==> config.mk <==
export PLATFORM = sky130hd
export DESIGN_NAME = refclk_bank
export DESIGN_NICKNAME = d
export VERILOG_FILES = /design/src/rtl/refclk_pkg.sv /design/src/rtl/refclk_ctrl_regs.sv /design/src/rtl/refclk_frac_clamp.sv /design/src/rtl/refclk_accum.sv /design/src/rtl/refclk_bank.sv
export SDC_FILE = /design/constraint.sdc
export NUM_CORES = 1
export LEC_CHECK = 0
export BUFFER_PORTS_ARGS = -buffer_cell sky130_fd_sc_hd__clkbuf_2
export CAP_MARGIN = 15
export CORE_ASPECT_RATIO = 0.8
export CORE_MARGIN = 2
export CORE_UTILIZATION = 33
export CTS_CLUSTER_DIAMETER = 80
export DETAILED_ROUTE_END_ITERATION = 8
export HOLD_SLACK_MARGIN = 0.06
export PLACE_DENSITY = 0.48
export SETUP_SLACK_MARGIN = 0.05
export SLEW_MARGIN = 5
export SYNTH_ARGS = -nofsm -noshare
export SYNTH_HDL_FRONTEND = slang
export SYNTH_SLANG_ARGS = --single-unit
==> constraint.sdc <==
create_clock -name clk -period 4.2 [get_ports clk]
set_input_delay 0.84 -clock clk [delete_from_list [all_inputs] [get_ports clk]]
set_output_delay 0.84 -clock clk [all_outputs]
set_load 0.1 [all_outputs]
==> src/rtl/refclk_pkg.sv <==
`timescale 1ns/1ps
// Shared types for the reference clock bank.
// Assumes the write view is encoded in two bits.
package refclk_pkg;

    // Write view selector decoded by the control register.
    typedef enum logic [1:0] {
        VIEW_DIRECT = 2'd0,
        VIEW_SET    = 2'd1,
        VIEW_CLR    = 2'd2,
        VIEW_NONE   = 2'd3
    } view_e;

endpackage

==> src/rtl/refclk_ctrl_regs.sv <==
`timescale 1ns/1ps
// Control word shared by all channels, written through direct, set and
// clear views. Assumes at most one write per cycle. The word resets to
// RST_LANE repeated in every lane.
module refclk_ctrl_regs
    import refclk_pkg::*;
#(
    parameter int NUM_CH = 4,
    parameter int LANE_W = 8,
    parameter logic [LANE_W-1:0] RST_LANE = 8'h92,
    localparam int WORD_W = NUM_CH * LANE_W
) (
    input  logic              clk,
    input  logic              rst_n,
    input  logic              wr,
    input  view_e             view,
    input  logic [WORD_W-1:0] wdata,
    output logic [WORD_W-1:0] word
);

    logic [WORD_W-1:0] word_nxt;

    // Next word from the selected write view.
    always_comb begin
        word_nxt = word;
        if (wr) begin
            case (view)
                VIEW_DIRECT: word_nxt = wdata;
                VIEW_SET:    word_nxt = word | wdata;
                VIEW_CLR:    word_nxt = word & ~wdata;
                default:     word_nxt = word;
            endcase
        end
    end

    // Hold the word, and reload the stopped default on reset.
    always_ff @(posedge clk) begin
        if (!rst_n) word <= {NUM_CH{RST_LANE}};
        else        word <= word_nxt;
    end

endmodule

==> src/rtl/refclk_frac_clamp.sv <==
`timescale 1ns/1ps
// Forces a raw fraction field into the legal range FRAC_MIN..FRAC_MAX.
// Purely combinational. Assumes FRAC_MIN <= FRAC_MAX < 2**FRAC_W.
module refclk_frac_clamp #(
    parameter int FRAC_W   = 6,
    parameter int FRAC_MIN = 18,
    parameter int FRAC_MAX = 35
) (
    input  logic [FRAC_W-1:0] frac_raw,
    output logic [FRAC_W-1:0] frac_use
);

    localparam logic [FRAC_W-1:0] LO = FRAC_W'(FRAC_MIN);
    localparam logic [FRAC_W-1:0] HI = FRAC_W'(FRAC_MAX);

    // Pick the bound if the raw value lies outside it.
    always_comb begin
        if (frac_raw < LO)      frac_use = LO;
        else if (frac_raw > HI) frac_use = HI;
        else                    frac_use = frac_raw;
    end

endmodule

==> src/rtl/refclk_accum.sv <==
`timescale 1ns/1ps
// One channel's pulse generator. Adds STEP every cycle. When the sum
// reaches frac, subtracts frac and registers a one-cycle pulse. Assumes
// frac is already clamped to STEP..FRAC_MAX, so the accumulator stays
// below FRAC_MAX. Stop holds the accumulator at zero.
module refclk_accum #(
    parameter int FRAC_W   = 6,
    parameter int STEP     = 18,
    parameter int FRAC_MAX = 35
) (
    input  logic              clk,
    input  logic              rst_n,
    input  logic              stop,
    input  logic [FRAC_W-1:0] frac,
    output logic              pulse
);

    localparam int ACC_W = $clog2(FRAC_MAX + STEP + 1);
    localparam int SUM_W = ACC_W + 1;

    logic [ACC_W-1:0] acc;
    logic [SUM_W-1:0] sum;
    logic [SUM_W-1:0] frac_ext;
    logic             hit;

    // Candidate sum and the threshold compare.
    always_comb begin
        sum      = SUM_W'(acc) + SUM_W'(STEP);
        frac_ext = SUM_W'(frac);
        hit      = (sum >= frac_ext);
    end

    // Advance the accumulator and register the pulse.
    always_ff @(posedge clk) begin
        if (!rst_n || stop) begin
            acc   <= '0;
            pulse <= 1'b0;
        end else if (hit) begin
            acc   <= ACC_W'(sum - frac_ext);
            pulse <= 1'b1;
        end else begin
            acc   <= ACC_W'(sum);
            pulse <= 1'b0;
        end
    end

endmodule

==> src/rtl/refclk_bank.sv <==
`timescale 1ns/1ps
// Bank of NUM_CH gated fractional reference clock channels. Channel i is
// set up by lane i of the control word: the low FRAC_W bits hold the
// fraction, and the top bit of the lane stops the channel. Pulses are
// registered and use the word as it was before the clock edge.
module refclk_bank
    import refclk_pkg::*;
#(
    parameter int NUM_CH   = 4,
    parameter int LANE_W   = 8,
    parameter int FRAC_W   = 6,
    parameter int STEP     = 18,
    parameter int FRAC_MIN = 18,
    parameter int FRAC_MAX = 35
) (
    input  logic                       clk,
    input  logic                       rst_n,
    input  logic                       reg_wr,
    input  logic [1:0]                 reg_view,
    input  logic [NUM_CH*LANE_W-1:0]   reg_wdata,
    output logic [NUM_CH*LANE_W-1:0]   reg_rdata,
    output logic [NUM_CH-1:0]          ref_en
);

    localparam int WORD_W   = NUM_CH * LANE_W;
    localparam int STOP_POS = LANE_W - 1;
    localparam logic [LANE_W-1:0] RST_LANE =
        LANE_W'((1 << STOP_POS) | FRAC_MIN);

    logic [WORD_W-1:0] word;

    refclk_ctrl_regs #(
        .NUM_CH   (NUM_CH),
        .LANE_W   (LANE_W),
        .RST_LANE (RST_LANE)
    ) u_regs (
        .clk   (clk),
        .rst_n (rst_n),
        .wr    (reg_wr),
        .view  (view_e'(reg_view)),
        .wdata (reg_wdata),
        .word  (word)
    );

    assign reg_rdata = word;

    for (genvar i = 0; i < NUM_CH; i++) begin : g_ch
        logic [FRAC_W-1:0] frac_use;

        refclk_frac_clamp #(
            .FRAC_W   (FRAC_W),
            .FRAC_MIN (FRAC_MIN),
            .FRAC_MAX (FRAC_MAX)
        ) u_clamp (
            .frac_raw (word[i*LANE_W +: FRAC_W]),
            .frac_use (frac_use)
        );

        refclk_accum #(
            .FRAC_W   (FRAC_W),
            .STEP     (STEP),
            .FRAC_MAX (FRAC_MAX)
        ) u_acc (
            .clk   (clk),
            .rst_n (rst_n),
            .stop  (word[i*LANE_W + STOP_POS]),
            .frac  (frac_use),
            .pulse (ref_en[i])
        );
    end

endmodule

==> results of run 1 <==
==> cell families after synthesis <==
group / count (synthesis) / synth area share
muxes: 13 / 0.02895
DFF: 60 / 0.2647
AOI/OAI and AO/OA: 173 / 0.2548
xor gates and xnor gates: 24 / 0.04632
adders and majority gates: 43 / 0.1252
buffers and inverters: 96 / 0.09291
and+or+nand+nor: 153 / 0.1872
==> critical path, delay by kind of cell, from the launching register on <==
kind,cells,cell delay (ns)
flops,1,0.35
fa+ha+maj,1,0.21
mux,2,0.52
buf+inv,1,0.08
compound gates,2,0.75
simple gates,4,0.86
==> placed cells by master, fill, tap and decap left out, types with 4 or more instances in the layout <==
| cell | count |
|---|---|
| nand2b_1 | 5 |
| nand2_1 | 37 |
| xnor2_1 | 11 |
| clkbuf_2 | 72 |
| and3b_1 | 20 |
| inv_1 | 56 |
| nand4_1 | 4 |
| nor2_1 | 30 |
| a21o_1 | 7 |
| a22oi_1 | 11 |
| nand3_1 | 9 |
| nor3_1 | 7 |
| a2111oi_4 | 4 |
| nor2b_4 | 5 |
| o221a_1 | 4 |
| o31ai_1 | 4 |
| a31o_1 | 4 |
| xor2_1 | 13 |
| dfxtp_1 | 60 |
| a211oi_1 | 29 |
| o21ai_0 | 50 |
| nor2b_1 | 30 |
| mux2i_1 | 12 |
| or2_2 | 4 |
| ha_1 | 39 |
| fa_1 | 4 |
| clkbuf_16 | 9 |
| a21oi_1 | 50 |
==> flip-flops by register name (all words and copies together) (netlist names) <==
name,flops
u_regs.word,32
g_ch.u_acc.pulse,4
g_ch.u_acc.acc,24
==> metrics by stage <==
step,std cells,cell area (um^2),utilization,worst slack [ns]
floorplan,562,4538,-,1.181
global placement,777,4938,0.3657,1.338
detailed placement,777,4938,0.3657,1.334
CTS,792,5209,0.3857,1.312
global route,792,5209,0.3857,1.133
finish,792,5209,0.3857,1.309
==> per-layer routing <==
metal	global-route usage	wire length (um)	vias up
met2	0.2618	4964	74
met1	0.2158	5733	1827
met4	0.05804	182	0
li1	-	-	2042
met5	0	0	-
met3	0.04510	486	15
==> cell type report <==
| cell class | instances | area (um^2) | area share |
|---|---|---|---|
| clock inverters | 2 | 10.01 | 0.001922 |
| multi-input cells | 406 | 2923 | 0.5611 |
| clock buffers | 13 | 260.3 | 0.04996 |
| well taps | 180 | 225.2 | 0.04324 |
| inverters | 57 | 214.0 | 0.04108 |
| repair buffers | 74 | 375.4 | 0.07206 |
| flip-flops and latches | 60 | 1201 | 0.2306 |
==> path summary, 6_finish.rpt <==
kind / startpoint / end / slack [ns] / cells past startpoint
max reg2reg: u_regs.word[26]$_SDFFE_PN0P_ / g_ch[3].u_acc.acc[3]$_SDFF_PP0_ / 1.31 / 10
max: u_regs.word[26]$_SDFFE_PN0P_ / g_ch[3].u_acc.acc[3]$_SDFF_PP0_ / 1.31 / 10
min: g_ch[2].u_acc.acc[0]$_SDFFE_PP0P_ / g_ch[2].u_acc.acc[0]$_SDFFE_PP0P_ / 0.50 / 2
min reg2reg: g_ch[2].u_acc.acc[0]$_SDFFE_PP0P_ / g_ch[2].u_acc.acc[0]$_SDFFE_PP0P_ / 0.50 / 2
==> power by group through the flow <==
stage               Combinational, W  Clock, W  Sequential, W
finish                      0.000882  0.000698       0.000656
floorplan                   0.000648         0       0.000791
CTS                         0.000888  0.000720       0.000657
global route                0.000976  0.000736       0.000663
global placement            0.000874         0       0.000668
detailed placement          0.000885         0       0.000668
==> metrics.yaml, run 1 <==
die:
  design.core.area_um2: 13500
  die_h_um: 108.9
  ios: 73
  fp-row-count: 38
  dieArea_um2: 14710
  initial_utilization: 0.3361
  die_x_um: 135.1
yosys:
  synth_flop_cell: "dfxtp_1"
  syn_inst: 562
  yosysTopAreaCell: "dfxtp_1"
  ys_seq_area_frac: 0.2647
  synth-seq-cells: 60
  synth_top_cells_by_count: "dfxtp_1, inv_1, a21oi_1, o21ai_0, ha_1"
  syn_avg_cell_area_um2: 8.075
  synth_edf_count: 0
  yosysWarnings: 0
  synth_top_area_share: 0.2647
  ys_async_sr_fraction: 0
  syn-num-nets: 642
  synth.distinct_cells: 40
  synth_most_common_cell: "dfxtp_1"
  syn_area_um2: 4538
  ys_top_cells_by_area: "dfxtp_1, ha_1, a21oi_1"
final_layout:
  diodes: 0
  drive_gt1_frac: 0.1716
  syn_to_final_growth_pct: 14.78
  fin_nets: 688
  fillers: 1428
power:
  powerDensity_nw_per_um2: 429.4
  p_int_w: 0.001357
  combPwrFrac: 0.395
  swShare: 0.3933
  p_switching_w: 0.0008796
  p_clk_frac: 0.312
  totalPowerFinal_w: 0.002236
  p_leak_nw: 2.456
  pwr-share-seq: 0.293
  ir_drop_uv: 187.2
sta:
  setup_viol_count_final: 0
  fin_tns_setup_ns: 0
  timing.hold.ws_ns: 0.5023
  rsz0062_at_grt: "no"
  finalCritPeriodShare: 0.6884
  hold_viol_final: 0
  relSlewSlack: 0.4063
  final_max_slew_viol_count: 0
  clock.fmax_ghz: 0.3458
  tightest_slew_ns: 0.8906
  clock-skew-final_ns: 0.003882
  min_period_ns: 2.891
clocking:
  cts_made_buffers: 9
  cts_buffer_depth: 2
  worst_skew_pair.late_latency_ns: 0.34
  cts_root_buf: "clkbuf_16"
  cts_setup_buffers: 0
  clkTransAtPathRegs_ns: 0.05
  cts.htree.levels: 3
  postCtsHoldBufs: 0
  cts_tree: "yes"
  post_cts_resized: 0
  cts_sinks: 60
critical_path:
  crit_path_end_kind: "register"
  cp_data_required_time_ns: 4.41
  critPathKind: "reg -> reg"
  critPathMaxStageDelay_ns: 0.49
  critPathArrivalTime_ns: 3.11
  critPathSlowestCell: "o221a_1"
  crit_chain: "or3_1, mux2_2, or2_1, inv_2, ha_1, nor2b_1, a211oi_1, o221a_1, mux2i_1, nor2_1"
  crit_fanout: 9
  start_kind: "register"
detailed_routing:
  vias_per_cell: 4.997
  drtPass1Iterations: 5
  routed_wl_mm: 11.37
  postRouteAntennaNets: 0
  drcViolationCount: 0
  vias: 3958
  drtIter0Drc: 165
  wire_per_inst_um: 14.35
place:
  gp_congestion: 0.8153
  port_buffers: 72
  dp_hpwl_mm: 8.412
grt:
  grt_max_degree: 42
  gr-total-overflow: 0
  grt_pass1_wl_mm: 19.03
  grt_usage: 0.1647
  antenna_found_initial: 0
  grt_pass1_vias: 3813
run_status:
  status: "finished, final reports clean"
job:
  maxCapViolCount: 0
hold_path:
  hold_class: "reg -> reg"
(Power assumes the default switching activity.)
==> inputs of run 2 (changes only) <==
--- a/config.mk
+++ b/config.mk
@@ -5,6 +5,7 @@
 export SDC_FILE = /design/constraint.sdc
 export NUM_CORES = 1
 export LEC_CHECK = 0
+export ABC_AREA = 1
 export BUFFER_PORTS_ARGS = -buffer_cell sky130_fd_sc_hd__clkbuf_2
 export CAP_MARGIN = 15
 export CORE_ASPECT_RATIO = 0.8
@@ -13,7 +14,7 @@
 export CTS_CLUSTER_DIAMETER = 80
 export DETAILED_ROUTE_END_ITERATION = 8
 export HOLD_SLACK_MARGIN = 0.06
-export PLACE_DENSITY = 0.48
+export PLACE_DENSITY = 0.5
 export SETUP_SLACK_MARGIN = 0.05
 export SLEW_MARGIN = 5
 export SYNTH_ARGS = -nofsm -noshare
==> constraint.sdc (replaced) <==
create_clock -name clk -period 2.5 [get_ports clk]
set_input_delay 0.5 -clock clk [delete_from_list [all_inputs] [get_ports clk]]
set_output_delay 0.5 -clock clk [all_outputs]
set_load 0.1 [all_outputs]
==> metrics.yaml, run 2 <==
yosys:
  synth_edf_count: 0  # unchanged
  ys_top_cells_by_area: "dfxtp_1, a21oi_1, ha_1"
  synth_top_area_share: 0.2633  # -0.001379
  synth-seq-cells: 60  # unchanged
  syn_inst: 683  # +22%
  ys_async_sr_fraction: 0  # unchanged
  synth_flop_cell: "dfxtp_1"
  yosysWarnings: 0  # unchanged
  synth.distinct_cells: 27  # -33%
  syn_avg_cell_area_um2: 6.679  # -17%
  syn_area_um2: 4562  # +0.52%
  synth_most_common_cell: "nand2_1"
  ys_seq_area_frac: 0.2633  # -0.001379
  yosysTopAreaCell: "dfxtp_1"
  synth_top_cells_by_count: "nand2_1, a21oi_1, inv_1"
  syn-num-nets: 763  # +19%
critical_path:
  crit_family: "adder cells"
  startpoint: "u_regs.word[10]$_SDFFE_PN0P_"
  rrSetupSlack_ns: 0.30  # -1.01 ns
  rr_worst_depth: 12  # +2
  rr_startpoint: "u_regs.word[10]$_SDFFE_PN0P_"
  critPathBufInv: 2  # +1
  critPathSlowestCell: "fa_1"
  crit_path_end_kind: "register"
  start_kind: "register"
  critPathKind: "reg -> reg"
  crit_fanout: 5  # -4
  path_common_cell: "a21oi_1"
  crit_chain: "nor2_1, nand2_1, a21oi_1, inv_1, a21oi_1, inv_1, ha_1, fa_1, o21ai_0, xor2_1, a21oi_1, nor2_1"
  r2r-end: "g_ch[1].u_acc.acc[4]$_SDFF_PP0_"
  critPathArrivalTime_ns: 2.47  # -0.64 ns
  cp_data_required_time_ns: 2.77  # -1.64 ns
  critPathMaxStageDelay_ns: 0.41  # -0.08 ns
grt:
  grt_pass1_wl_mm: 19.49  # +2.4%
  gr-total-overflow: 0  # unchanged
  met3_usage: 0.04324  # -0.001860
  top_usage_layer: "met2"
  use_met1: 0.2105  # -0.005297
  antenna_found_initial: 0  # unchanged
  grt_pass1_vias: 4119  # +8.0%
  grt_usage: 0.1656  # +0.0009610
  grt_max_degree: 35  # -17%
  grt_util_met2: 0.2792  # +0.01740
final_layout:
  drive_gt1_frac: 0.1954  # +0.02385
  fin_area_um2: 5319  # +2.1%
  fillers: 1482  # +3.8%
  syn_to_final_growth_pct: 16.59
  final_cell_mix: "nand2_1, a21oi_1, inv_1, nor2_1, clkbuf_2"
  diodes: 0  # unchanged
  layout_commonest_cell: "nand2_1"
  regMostFlops: "u_regs.word"
  fin_nets: 817  # +19%
  reg_top3: "u_regs.word x32, g_ch.u_acc.acc x24, g_ch.u_acc.pulse x4"
  largest_reg_flops: 32  # unchanged
  layoutNonFillerInstCount: 922  # +16%
detailed_routing:
  drtPass1Iterations: 4  # -1
  postRouteAntennaNets: 0  # unchanged
  drtIter0Drc: 255  # +55%
  routed_wl_mm: 11.71  # +3.0%
  drcViolationCount: 0  # unchanged
  vias_per_cell: 4.740  # -5.2%
  wire_per_inst_um: 12.70  # -11%
  vias: 4370  # +10%
power:
  p_clk_frac: 0.275  # -0.037
  swShare: 0.4365  # +0.04313
  p_int_w: 0.002456  # +81%
  powerDensity_nw_per_um2: 819.4  # +91%
  p_leak_nw: 2.592  # +5.5%
  p_switching_w: 0.001902  # +120%
  pwr-share-seq: 0.263  # -0.030
  combPwrFrac: 0.462  # +0.067
  ir_drop_uv: 312.9  # +67%
die:
  die_x_um: 135.5  # +0.25%
  die_h_um: 109.2  # +0.25%
  dieArea_um2: 14790  # +0.50%
  fp-row-count: 38  # unchanged
  initial_utilization: 0.3367  # +0.0005752
  ios: 73  # unchanged
  design.core.area_um2: 13550  # +0.35%
sta:
  hold_viol_final: 0  # unchanged
  final_max_slew_viol_count: 0  # unchanged
  rsz0062_at_grt: "no"
  finalCritPeriodShare: 0.8800  # +0.1916
  tightest_slew_ns: 0.6308  # -0.2598 ns
  relSlewSlack: 0.5790  # +0.1727
  fin_tns_setup_ns: 0  # unchanged
  clock.fmax_ghz: 0.4545  # +31%
  timing.final.ws_setup_ns: 0.2999  # -1.009 ns
  clock-skew-final_ns: 0.004782  # +0.0008994 ns
  setup_viol_count_final: 0  # unchanged
  min_period_ns: 2.200  # -0.6913 ns
hold_path:
  hold_start: "rst_n"
  hold_class: "in -> reg"
  hold-path-cell-count: 2  # unchanged
  holdPathEnd: "u_regs.word[28]$_SDFFE_PN1P_"
clocking:
  cts_root_buf: "clkbuf_16"
  cts_sinks: 60  # unchanged
  cts_made_buffers: 9  # unchanged
  cts.htree.levels: 3  # unchanged
  cts_tree: "yes"
  clkTransAtPathRegs_ns: 0.05  # about the same
  worst_skew_pair.late_latency_ns: 0.33  # about the same
  cts_buffer_depth: 2  # unchanged
place:
  placed_area_um2: 5036  # +2.0%
  dp_cells: 906  # +17%
  dp_slack_ns: 0.2765  # -1.057 ns
  dp_hpwl_mm: 8.871  # +5.5%
  port_buffers: 72  # unchanged
  gp_congestion: 0.8478  # +4.0%
run_status:
  status: "finished, final reports clean"
job:
  maxCapViolCount: 0  # unchanged
run 2: changes by cell type after synthesis, moves of 21 or more:
cell and delta:
nand3_1 +26, a21oi_1 +50, nor2_1 +54, nor2b_1 -31, a211oi_1 -29, nand2_1 +85, inv_1 +36, o21ai_0 -21
run 2: how the worst max path moves through the flow:
stage / cells past startpoint / slack, ns / end
after floorplan: 10 / 0.11 / g_ch[3].u_acc.acc[4]$_SDFF_PP0_
after CTS: 10 / 0.26 / g_ch[3].u_acc.acc[4]$_SDFF_PP0_
after detailed placement: 10 / 0.28 / g_ch[3].u_acc.acc[4]$_SDFF_PP0_
after global placement: 10 / 0.32 / g_ch[3].u_acc.acc[4]$_SDFF_PP0_
after global routing: 12 / 0.06 / g_ch[2].u_acc.acc[4]$_SDFF_PP0_
final: 12 / 0.30 / g_ch[1].u_acc.acc[4]$_SDFF_PP0_
run 2: timing repair:
item                       in CTS  in global routing
setup endpoints to repair       0                  2
resized for setup               0                  2
hold buffers                    0                  0
buffers inserted                0                  0
run 2: metal layers:
metal / wire, um / vias to the layer above
met5: 0 / -
met4: 146 / 0
met3: 568 / 12
met2: 5259 / 79
met1: 5738 / 1967
li1: - / 2312
run 2: final cells by class:
type / instances / area (um^2) / area share
multi-input combinational: 488 / 2781 / 0.5229
sequential: 60 / 1225 / 0.2303
timing repair buffer: 81 / 440.4 / 0.08280
inverter: 97 / 364.1 / 0.06845
clock buffer: 15 / 277.8 / 0.05222
tap: 180 / 225.2 / 0.04234
clock inverter: 1 / 5.005 / 0.0009410
run 2: cell families (layout without fill, tap and decap cells):
family	after synthesis	count (layout)	synth area share
flops	60	60	0.2633
simple gates	275	275	0.2685
fa+ha+maj	43	43	0.1245
compound gates	150	150	0.1777
xor+xnor	20	20	0.03840
buf+inv	135	194	0.1275
run 2: per-stage QoR:
step / total power [W] / utilization / hold slack (ns)
after floorplan: 0.002922 / - / 0.4906
after global placement: 0.003150 / 0.3717 / 0.4666
after detailed placement: 0.003178 / 0.3717 / 0.4757
after CTS: 0.004409 / 0.3925 / 0.3685
after global routing: 0.004703 / 0.3925 / 0.3748
final: 0.004358 / 0.3925 / 0.3795
run 2: power by group through the flow:
stage                     registers, W  logic [W]  clock network, W
after floorplan                0.00135    0.00157                 0
after global placement         0.00116    0.00199                 0
after detailed placement       0.00116    0.00201                 0
after CTS                      0.00115    0.00202           0.00124
after global routing           0.00116    0.00227           0.00127
final                          0.00114    0.00202           0.00120
run 2: worst register-to-register path: cells and delay by family, from the launching register on:
kind	cells	cell delay [ns]
AO/OA/AOI/OAI	4	0.58
buffers and inverters	2	0.13
AND/OR/NAND/NOR	3	0.32
XOR/XNOR	1	0.17
flip-flops	1	0.34
adder cells (fa/ha/maj)	2	0.60
